File: config.mk
export PLATFORM = sky130hd
export DESIGN_NAME = expander_pair_seq
export DESIGN_NICKNAME = d
export VERILOG_FILES = /design/src/rtl/expander_seq_pkg.sv /design/src/rtl/expander_seq_fsm.sv /design/src/rtl/expander_seq_datapath.sv /design/src/rtl/expander_pair_seq.sv
export SDC_FILE = /design/constraint.sdc
export NUM_CORES = 1
export LEC_CHECK = 0
export ABC_AREA = 1
export BUFFER_PORTS_ARGS = -buffer_cell sky130_fd_sc_hd__buf_4
export CAP_MARGIN = 20
export CORE_ASPECT_RATIO = 0.6
export CORE_UTILIZATION = 55
export DETAILED_ROUTE_END_ITERATION = 8
export GPL_TIMING_DRIVEN = 1
export PLACE_DENSITY = 0.85
export SLEW_MARGIN = 20
export SYNTH_ARGS = -nofsm -noshare
export SYNTH_HDL_FRONTEND = slang
export SYNTH_SLANG_ARGS = --single-unit
File: constraint.sdc
create_clock -name clk -period 3.02 [get_ports clk]
set_clock_uncertainty 0.05 [all_clocks]
set_input_delay 0.604 -clock clk [delete_from_list [all_inputs] [get_ports clk]]
set_output_delay 0.604 -clock clk [all_outputs]
set_load 0.005 [all_outputs]
File: src/rtl/expander_seq_pkg.sv
package expander_seq_pkg;

    typedef enum logic [2:0] {
        OP_START   = 3'd0,
        OP_RESTART = 3'd1,
        OP_STOP    = 3'd2,
        OP_WRITE   = 3'd3,
        OP_READ    = 3'd4
    } eng_op_e;

    typedef enum logic [3:0] {
        ST_IDLE,
        ST_START,
        ST_ADDR_W,
        ST_PTR,
        ST_WDATA0,
        ST_WDATA1,
        ST_RESTART,
        ST_ADDR_R,
        ST_RDATA0,
        ST_RDATA1,
        ST_STOP,
        ST_DONE
    } seq_state_e;

endpackage

File: src/rtl/expander_seq_fsm.sv
module expander_seq_fsm
    import expander_seq_pkg::*;
(
    input  logic       clk,
    input  logic       rst_n,
    input  logic       req_valid,
    input  logic       req_read,
    input  logic       lat_read,
    input  logic       eng_done,
    input  logic       eng_nack,
    output seq_state_e state,
    output logic       accept,
    output logic       issue,
    output logic       step_done,
    output logic       abort
);

    seq_state_e state_q, state_d;
    logic       issued_q;
    logic       is_step;
    logic       is_tx_step;

    // The request direction is latched by the datapath; req_read is unused here
    // except to keep the interface symmetric for accept-cycle decisions.
    logic       unused_rd;
    assign unused_rd = req_read;

    always_comb begin
        is_step    = 1'b0;
        is_tx_step = 1'b0;
        unique case (state_q)
            ST_START, ST_RESTART, ST_RDATA0, ST_RDATA1, ST_STOP: is_step = 1'b1;
            ST_ADDR_W, ST_PTR, ST_WDATA0, ST_WDATA1, ST_ADDR_R: begin
                is_step    = 1'b1;
                is_tx_step = 1'b1;
            end
            default: ;
        endcase
    end

    assign accept    = (state_q == ST_IDLE) && req_valid;
    assign issue     = is_step && !issued_q;
    assign step_done = is_step && issued_q && eng_done;
    assign abort     = step_done && is_tx_step && eng_nack;

    always_comb begin
        state_d = state_q;
        unique case (state_q)
            ST_IDLE:    if (accept) state_d = ST_START;
            ST_START:   if (step_done) state_d = ST_ADDR_W;
            ST_ADDR_W:  if (step_done) state_d = abort ? ST_STOP : ST_PTR;
            ST_PTR:     if (step_done) state_d = abort ? ST_STOP :
                                                 (lat_read ? ST_RESTART : ST_WDATA0);
            ST_WDATA0:  if (step_done) state_d = abort ? ST_STOP : ST_WDATA1;
            ST_WDATA1:  if (step_done) state_d = ST_STOP;
            ST_RESTART: if (step_done) state_d = ST_ADDR_R;
            ST_ADDR_R:  if (step_done) state_d = abort ? ST_STOP : ST_RDATA0;
            ST_RDATA0:  if (step_done) state_d = ST_RDATA1;
            ST_RDATA1:  if (step_done) state_d = ST_STOP;
            ST_STOP:    if (step_done) state_d = ST_DONE;
            ST_DONE:    state_d = ST_IDLE;
            default:    state_d = ST_IDLE;
        endcase
    end

    always_ff @(posedge clk or negedge rst_n) begin
        if (!rst_n) begin
            state_q  <= ST_IDLE;
            issued_q <= 1'b0;
        end else begin
            state_q <= state_d;
            if (step_done || state_d != state_q)
                issued_q <= 1'b0;
            else if (issue)
                issued_q <= 1'b1;
        end
    end

    assign state = state_q;

endmodule

File: src/rtl/expander_seq_datapath.sv
module expander_seq_datapath
    import expander_seq_pkg::*;
#(
    parameter int          HW_ADDR_W  = 3,
    parameter int          BYTE_W     = 8,
    parameter int          PREFIX_W   = 4,
    parameter logic [PREFIX_W-1:0] DEV_PREFIX = 4'b0100
)(
    input  logic                 clk,
    input  logic                 rst_n,
    input  seq_state_e           state,
    input  logic                 accept,
    input  logic                 step_done,
    input  logic                 abort,
    input  logic                 req_read,
    input  logic [HW_ADDR_W-1:0] req_hw_addr,
    input  logic [BYTE_W-1:0]    req_ptr,
    input  logic [BYTE_W-1:0]    req_wr0,
    input  logic [BYTE_W-1:0]    req_wr1,
    input  logic [BYTE_W-1:0]    eng_rdata,
    output logic                 lat_read,
    output eng_op_e              op,
    output logic [BYTE_W-1:0]    wdata,
    output logic                 rd_nack,
    output logic                 err,
    output logic [BYTE_W-1:0]    rd_byte0,
    output logic [BYTE_W-1:0]    rd_byte1
);

    localparam int ADDR_BYTE_W = PREFIX_W + HW_ADDR_W + 1;

    logic                 lat_read_q;
    logic [HW_ADDR_W-1:0] lat_addr_q;
    logic [BYTE_W-1:0]    lat_ptr_q, lat_wr0_q, lat_wr1_q;
    logic [BYTE_W-1:0]    rd0_q, rd1_q;
    logic                 err_q;
    logic [ADDR_BYTE_W-1:0] addr_wr, addr_rd;

    assign addr_wr = {DEV_PREFIX, lat_addr_q, 1'b0};
    assign addr_rd = {DEV_PREFIX, lat_addr_q, 1'b1};

    always_ff @(posedge clk or negedge rst_n) begin
        if (!rst_n) begin
            lat_read_q <= 1'b0;
            lat_addr_q <= '0;
            lat_ptr_q  <= '0;
            lat_wr0_q  <= '0;
            lat_wr1_q  <= '0;
        end else if (accept) begin
            lat_read_q <= req_read;
            lat_addr_q <= req_hw_addr;
            lat_ptr_q  <= req_ptr;
            lat_wr0_q  <= req_wr0;
            lat_wr1_q  <= req_wr1;
        end
    end

    always_ff @(posedge clk or negedge rst_n) begin
        if (!rst_n) begin
            rd0_q <= '0;
            rd1_q <= '0;
        end else if (step_done) begin
            if (state == ST_RDATA0) rd0_q <= eng_rdata;
            if (state == ST_RDATA1) rd1_q <= eng_rdata;
        end
    end

    always_ff @(posedge clk or negedge rst_n) begin
        if (!rst_n)
            err_q <= 1'b0;
        else if (accept)
            err_q <= 1'b0;
        else if (abort)
            err_q <= 1'b1;
    end

    always_comb begin
        op      = OP_START;
        wdata   = '0;
        rd_nack = 1'b0;
        unique case (state)
            ST_START:   op = OP_START;
            ST_ADDR_W:  begin op = OP_WRITE; wdata = BYTE_W'(addr_wr); end
            ST_PTR:     begin op = OP_WRITE; wdata = lat_ptr_q; end
            ST_WDATA0:  begin op = OP_WRITE; wdata = lat_wr0_q; end
            ST_WDATA1:  begin op = OP_WRITE; wdata = lat_wr1_q; end
            ST_RESTART: op = OP_RESTART;
            ST_ADDR_R:  begin op = OP_WRITE; wdata = BYTE_W'(addr_rd); end
            ST_RDATA0:  begin op = OP_READ; rd_nack = 1'b0; end
            ST_RDATA1:  begin op = OP_READ; rd_nack = 1'b1; end
            ST_STOP:    op = OP_STOP;
            default:    op = OP_START;
        endcase
    end

    assign lat_read = lat_read_q;
    assign err      = err_q;
    assign rd_byte0 = rd0_q;
    assign rd_byte1 = rd1_q;

endmodule

File: src/rtl/expander_pair_seq.sv
module expander_pair_seq
    import expander_seq_pkg::*;
#(
    parameter int HW_ADDR_W = 3,
    parameter int BYTE_W    = 8,
    parameter int OP_W      = 3
)(
    input  logic                 clk,
    input  logic                 rst_n,
    input  logic                 req_valid,
    input  logic                 req_read,
    input  logic [HW_ADDR_W-1:0] req_hw_addr,
    input  logic [BYTE_W-1:0]    req_ptr,
    input  logic [BYTE_W-1:0]    req_wr0,
    input  logic [BYTE_W-1:0]    req_wr1,
    output logic                 busy,
    output logic                 done,
    output logic                 err,
    output logic [BYTE_W-1:0]    rd_byte0,
    output logic [BYTE_W-1:0]    rd_byte1,
    output logic                 eng_valid,
    output logic [OP_W-1:0]      eng_op,
    output logic [BYTE_W-1:0]    eng_wdata,
    output logic                 eng_rd_nack,
    input  logic                 eng_done,
    input  logic                 eng_nack,
    input  logic [BYTE_W-1:0]    eng_rdata
);

    seq_state_e state;
    eng_op_e    op;
    logic       accept, issue, step_done, abort, lat_read;

    expander_seq_fsm u_fsm (
        .clk       (clk),
        .rst_n     (rst_n),
        .req_valid (req_valid),
        .req_read  (req_read),
        .lat_read  (lat_read),
        .eng_done  (eng_done),
        .eng_nack  (eng_nack),
        .state     (state),
        .accept    (accept),
        .issue     (issue),
        .step_done (step_done),
        .abort     (abort)
    );

    expander_seq_datapath #(
        .HW_ADDR_W (HW_ADDR_W),
        .BYTE_W    (BYTE_W)
    ) u_dp (
        .clk         (clk),
        .rst_n       (rst_n),
        .state       (state),
        .accept      (accept),
        .step_done   (step_done),
        .abort       (abort),
        .req_read    (req_read),
        .req_hw_addr (req_hw_addr),
        .req_ptr     (req_ptr),
        .req_wr0     (req_wr0),
        .req_wr1     (req_wr1),
        .eng_rdata   (eng_rdata),
        .lat_read    (lat_read),
        .op          (op),
        .wdata       (eng_wdata),
        .rd_nack     (eng_rd_nack),
        .err         (err),
        .rd_byte0    (rd_byte0),
        .rd_byte1    (rd_byte1)
    );

    assign eng_valid = issue;
    assign eng_op    = OP_W'(op);
    assign busy      = (state != ST_IDLE);
    assign done      = (state == ST_DONE);

endmodule

==> results of run 1 <==
## metal layers
| metal | wire length [um] | vias to the layer above | global-route usage |
|---|---|---|---|
| met1 | 2820 | 996 | 0.409 |
| met3 | 441 | 6 | 0.0718 |
| li1 | - | 1088 | - |
| met2 | 2480 | 84 | 0.391 |
| met5 | 0 | - | 0 |
| met4 | 42 | 0 | 0.0874 |
## through the flow
step           power, mW  setup slack [ns]  cells  instance area, um2  hold slack (ns)
2_1_floorplan       1.83              1.23    306                2400            0.258
3_3_place_gp        2.24             0.855    430                2960            0.415
3_5_place_dp        2.27             0.813    430                2960            0.420
4_1_cts             2.77             0.455    438                3080            0.262
5_1_grt             2.97             0.302    438                3080            0.283
6_report            2.76             0.443    438                3080            0.237
## flip-flops by register name, indices dropped and copies added (netlist names)
signal / flops
u_dp.err: 1
u_dp.lat_addr_q: 3
u_dp.lat_ptr_q: 8
u_dp.lat_read: 1
u_dp.lat_wr0_q: 8
u_dp.lat_wr1_q: 8
u_dp.rd_byte0: 8
u_dp.rd_byte1: 8
u_fsm.issued_q: 1
u_fsm.state: 4
## final cells by class
type / count / area [um2] / share of cell area
well taps: 60 / 75.1 / 0.0244
inverters: 29 / 109 / 0.0353
clock inverters: 3 / 48.8 / 0.0158
clock buffers: 5 / 68.8 / 0.0223
repair buffers: 73 / 548 / 0.178
flip-flops and latches: 50 / 1250 / 0.406
multi-input cells: 218 / 981 / 0.318
## worst min path at each step
stage | cells past startpoint | end | slack (ns) | from
after global placement | 2 | u_dp.lat_wr0_q[6] | 0.42 | u_dp.lat_wr0_q[6]
after global routing | 1 | u_dp.lat_wr1_q[4] | 0.28 | rst_n
final | 1 | u_dp.lat_wr1_q[5] | 0.24 | rst_n
after floorplan | 0 | u_dp.err | 0.26 | rst_n
after detailed placement | 2 | u_dp.lat_wr1_q[1] | 0.42 | u_dp.lat_wr1_q[1]
after CTS | 1 | u_dp.lat_wr1_q[5] | 0.26 | rst_n
## cells by family after synthesis
family	count (synthesis)
AND/OR/NAND/NOR	182
flip-flops	50
buffers and inverters	38
AO/OA/AOI/OAI	36
## synth_stat cells, drive strengths merged
cell	number
a21oi	5
buf	7
o22ai	1
o2111ai	3
nand3	9
nor2	14
nand4	2
nand2	155
clkbuf	2
a22oi	1
and2	1
nand3b	1
o21ai	24
dfrtp	50
inv	29
o211ai	1
a221oi	1
## report_power, final
| part | leakage, nW | total [mW] | switching [mW] | internal [mW] |
|---|---|---|---|---|
| sequential | 0.645 | 1.13 | 0.194 | 0.933 |
| combinational | 0.973 | 1.14 | 0.659 | 0.484 |
| clock | 0.0563 | 0.495 | 0.242 | 0.252 |
| total | 1.67 | 2.76 | 1.09 | 1.67 |
==> run metrics, run 1 <==
peak supply drop 455 uV; Mean Syn Cell Area ~7.8 um2; largest net degree at the start of global routing 51; worst-margin pin slew 0.606 ns; Ys Warns 0; delay-heaviest family, CP simple AND/OR/NAND/NOR gates; Levels on crit path 6; root buffer cell clkbuf_8; GR Util All Layers 0.275; vias per cell about 5.0; CP Launch Type flip-flop; Detail Placement HPWL 4.25 mm; Crit path buffers/inverters 2; Routed Antenna Nets 0; CTS tree done; H-tree depth 2; # setup viols final 0; Critical Path Most Common Cell nand2_1; period utilization 0.853; Post-CTS Resized 0; Unique masters post-synth 28; Req. time, crit path approximately 2.4 ns; crit path to eng_wdata[3]; commonest non-fill, non-tap cell in the layout nand2_1; Syn Nets 347; Clock Path Buffers 2; Adder-Cell Fraction of Synth Area 0; crit path from u_fsm.state[1]; final net count 418; Placeable Area around 4100 um2; Synth area leader dfrtp_1; fin crit period 2.58 ns; Die Height 53.2 um; Setup crit end kind output pin; Gate Count Post-Synth ~310; top cell type's share of synthesized area 0.522; PwrDens 897 nW/um2; initial antenna violation count 0; mux contribution to synthesized area 0; Wirelength per Cell 13.2 um; gpl congestion slightly above 0.9; most frequent cells in the layout nand2_1 (148), buf_4 (73), dfrtp_1 (50); max-cap viol count 0; Synth Area in XOR/XNOR 0; DIE AREA 4640 um2; Post-CTS Setup Inserts 0; reg2reg start u_fsm.state[3]; Clock Sinks 50; # IOs 73; fin. max-slew vios 0; PortBufs 72; vias 2174; first-pass GRT wire length 9.27 mm; fraction of layout cells with a size suffix above 1 0.280; CP Cell Sequence nor2_2 -> nand2_1 -> inv_1 -> nand2_1 -> o2111ai_1 -> buf_4; Compound-Gate Fraction of Synth Area 0.0856; hold crit path type in -> async; Chip Width 87.3 um; vias in the first global route slightly below 2000; Synth area leaders dfrtp_1 (52%), nand2_1 (23%), o21ai_1 (3.5%), inv_1 (3.1%), nand2_2 (1.6%); main combinational cell family by area after synthesis simple AND/OR/NAND/NOR gates; CP max-delay cell dfrtp_1; Hold Buf Count CTS 0; R2R Setup Slk 0.83 ns; max frequency 388 MHz; row cnt 18; Synth Area in Simple Gates 0.323; Critical Path AT 1.92 ns; Starting Density 0.579; CTS Buf Count 5; RSZ-0062 raised after global routing no; n_diodes 0; Yosys reg bits 50; Remaining Overflow, GRT 0; reg2reg path depth 9; Layout Utilization 0.744; area of the mapped netlist around 2400 um2; # fillers 336; clk slew on worst S/H paths 0.10 ns; TritonRoute pass-1 iters 4; WL final around 5.8 mm; Area growth, synth to finish 28.5%; Iter 0 DRT Violations roughly 120; CP max FO 9; reg2reg end u_fsm.issued_q; Slew Limit Headroom 0.596; Setup TNS Final 0 ns; Post-route DRC 0; Final Hold Fails 0; static leakage 1.67 nW; Critical Path Max Stage Delay 0.50 ns; run status complete, no violations; Clock Latency Late Sink ~0.31 ns; register area share after synthesis 0.522; CP Class reg -> out
Note: power is estimated with default switching activity, not from simulation.
==> run 2: changes to the inputs <==
--- a/config.mk
+++ b/config.mk
@@ -8,11 +8,13 @@
 export ABC_AREA = 1
 export BUFFER_PORTS_ARGS = -buffer_cell sky130_fd_sc_hd__buf_4
 export CAP_MARGIN = 20
+export CELL_PAD_IN_SITES_DETAIL_PLACEMENT = 1
+export CELL_PAD_IN_SITES_GLOBAL_PLACEMENT = 1
 export CORE_ASPECT_RATIO = 0.6
-export CORE_UTILIZATION = 55
+export CORE_UTILIZATION = 39
 export DETAILED_ROUTE_END_ITERATION = 8
 export GPL_TIMING_DRIVEN = 1
-export PLACE_DENSITY = 0.85
+export PLACE_DENSITY_LB_ADDON = 0.1
 export SLEW_MARGIN = 20
 export SYNTH_ARGS = -nofsm -noshare
 export SYNTH_HDL_FRONTEND = slang
==> run metrics, run 2 (synthesis gave the netlist of run 1 again) <==
run status complete, no violations; Starting Density 0.417; Clock Sinks 50; reg2reg start u_fsm.state[3]; Final Hold Fails 0; clk slew on worst S/H paths 0.10 ns; Crit path buffers/inverters 3; Chip Width 103 um; fin. max-slew vios 0; gpl congestion roughly 0.87; root buffer cell clkbuf_8; Post-route DRC 0; Routed Antenna Nets 0; CP max-delay cell nor2_1; Layout Utilization 0.541; crit path from u_fsm.state[0]; CP Launch Type flip-flop; largest net degree at the start of global routing 51; Post-CTS Resized 0; Remaining Overflow, GRT 0; CP max FO 8; # IOs 73; CTS Buf Count 5; Critical Path AT 2.08 ns; DIE AREA between 6000 and 7000 um2; Wirelength per Cell 15.2 um; Die Height 62.7 um; vias per cell around 4.9; initial antenna violation count 0; Placeable Area 5750 um2; reg2reg end u_fsm.issued_q; vias in the first global route 2368; Levels on crit path 7; H-tree depth 2; max-cap viol count 0; Iter 0 DRT Violations 57; R2R Setup Slk 1.06 ns; peak supply drop roughly 350 uV; first-pass GRT wire length about 12 mm; most frequent cells in the layout nand2_1 (148), buf_4 (74), dfrtp_1 (50); period utilization 0.904; crit path to eng_wdata[1]; delay-heaviest family, CP simple AND/OR/NAND/NOR gates; CP Class reg -> out; PortBufs 72; RSZ-0062 raised after global routing no; # setup viols final 0; GR Util All Layers 0.244; Clock Latency Late Sink 0.33 ns; vias 2251; Post-CTS Setup Inserts 0; static leakage 1.68 nW; Critical Path Max Stage Delay 0.52 ns; fin crit period 2.73 ns; Hold Buf Count CTS 0; CTS tree done; CP Cell Sequence inv_2 -> nor2_2 -> inv_1 -> nor2_1 -> nand2_1 -> o2111ai_1 -> buf_4; Setup crit end kind output pin; Slew Limit Headroom 0.546; Detail Placement HPWL 5.29 mm; Setup TNS Final 0 ns; commonest non-fill, non-tap cell in the layout nand2_1; final net count about 420; WL final 6.99 mm; row cnt 21; max frequency 366 MHz; PwrDens 902 nW/um2; fraction of layout cells with a size suffix above 1 0.282; Area growth, synth to finish 29.8%; worst-margin pin slew between 0.6 and 0.7 ns; Clock Path Buffers 2; Req. time, crit path roughly 2.4 ns; n_diodes 0; reg2reg path depth 9; TritonRoute pass-1 iters 4; hold crit path type in -> async
==> run 2: cell types whose count changed in the layout (fill, tap and decap cells not counted), sizes merged <==
cell | previous run | this run
buf | 73 | 74
==> run 2: worst min-delay path by stage <==
stage	startpoint	endpoint	slack, ns	cells after the start
floorplan	rst_n	u_dp.err	0.26	0
global placement	u_dp.lat_ptr_q[2]	u_dp.lat_ptr_q[2]	0.41	2
detailed placement	u_dp.lat_wr0_q[0]	u_dp.lat_wr0_q[0]	0.42	2
CTS	rst_n	u_dp.lat_ptr_q[0]	0.26	1
global route	rst_n	u_dp.lat_wr0_q[0]	0.29	1
finish	rst_n	u_dp.err	0.25	1
==> run 2: per-stage QoR <==
stage                     cells  power, mW  setup slack (ns)  area [um2]  hold slack [ns]
final                       459       2.81             0.289        3110            0.249
after global routing        459       3.05             0.106        3110            0.291
after CTS                   459       2.84             0.310        3110            0.262
after detailed placement    451       2.32             0.682        3000            0.416
after global placement      451       2.27             0.747        3000            0.414
after floorplan             306       1.83              1.23        2400            0.258
==> run 2: area by class of cell <==
| cell class | instances | area, um2 |
|---|---|---|
| fillers | 747 | 2640 |
| flip-flops and latches | 50 | 1250 |
| multi-input cells | 218 | 981 |
| repair buffers | 74 | 556 |
| inverters | 29 | 109 |
| well taps | 80 | 100 |
| clock buffers | 5 | 68.8 |
| clock inverters | 3 | 48.8 |
==> run 2: worst reg2reg max path: stages, from the launching register on <==
cell	delay [ns]
dfrtp_1	0.60
nor2_4	0.14
nand3_2	0.09
buf_4	0.28
inv_2	0.19
nor2_1	0.20
nand2_2	0.08
nand2_1	0.06
nand2_1	0.11
nor2_2	0.10
==> run 2: layer usage <==
layer	global-route usage	vias to the layer above	share of wire
met3	0.0638	7	0.055
li1	-	1098	-
met5	0	-	0
met2	0.369	50	0.44
met4	0.0528	0	0.0090
met1	0.352	1096	0.49
==> run 2: power breakdown <==
group,total [mW],internal [mW],leakage [nW],switching [mW]
Sequential,1.13,0.933,0.645,0.196
Clock,0.513,0.253,0.0563,0.260
Combinational,1.17,0.489,0.978,0.679
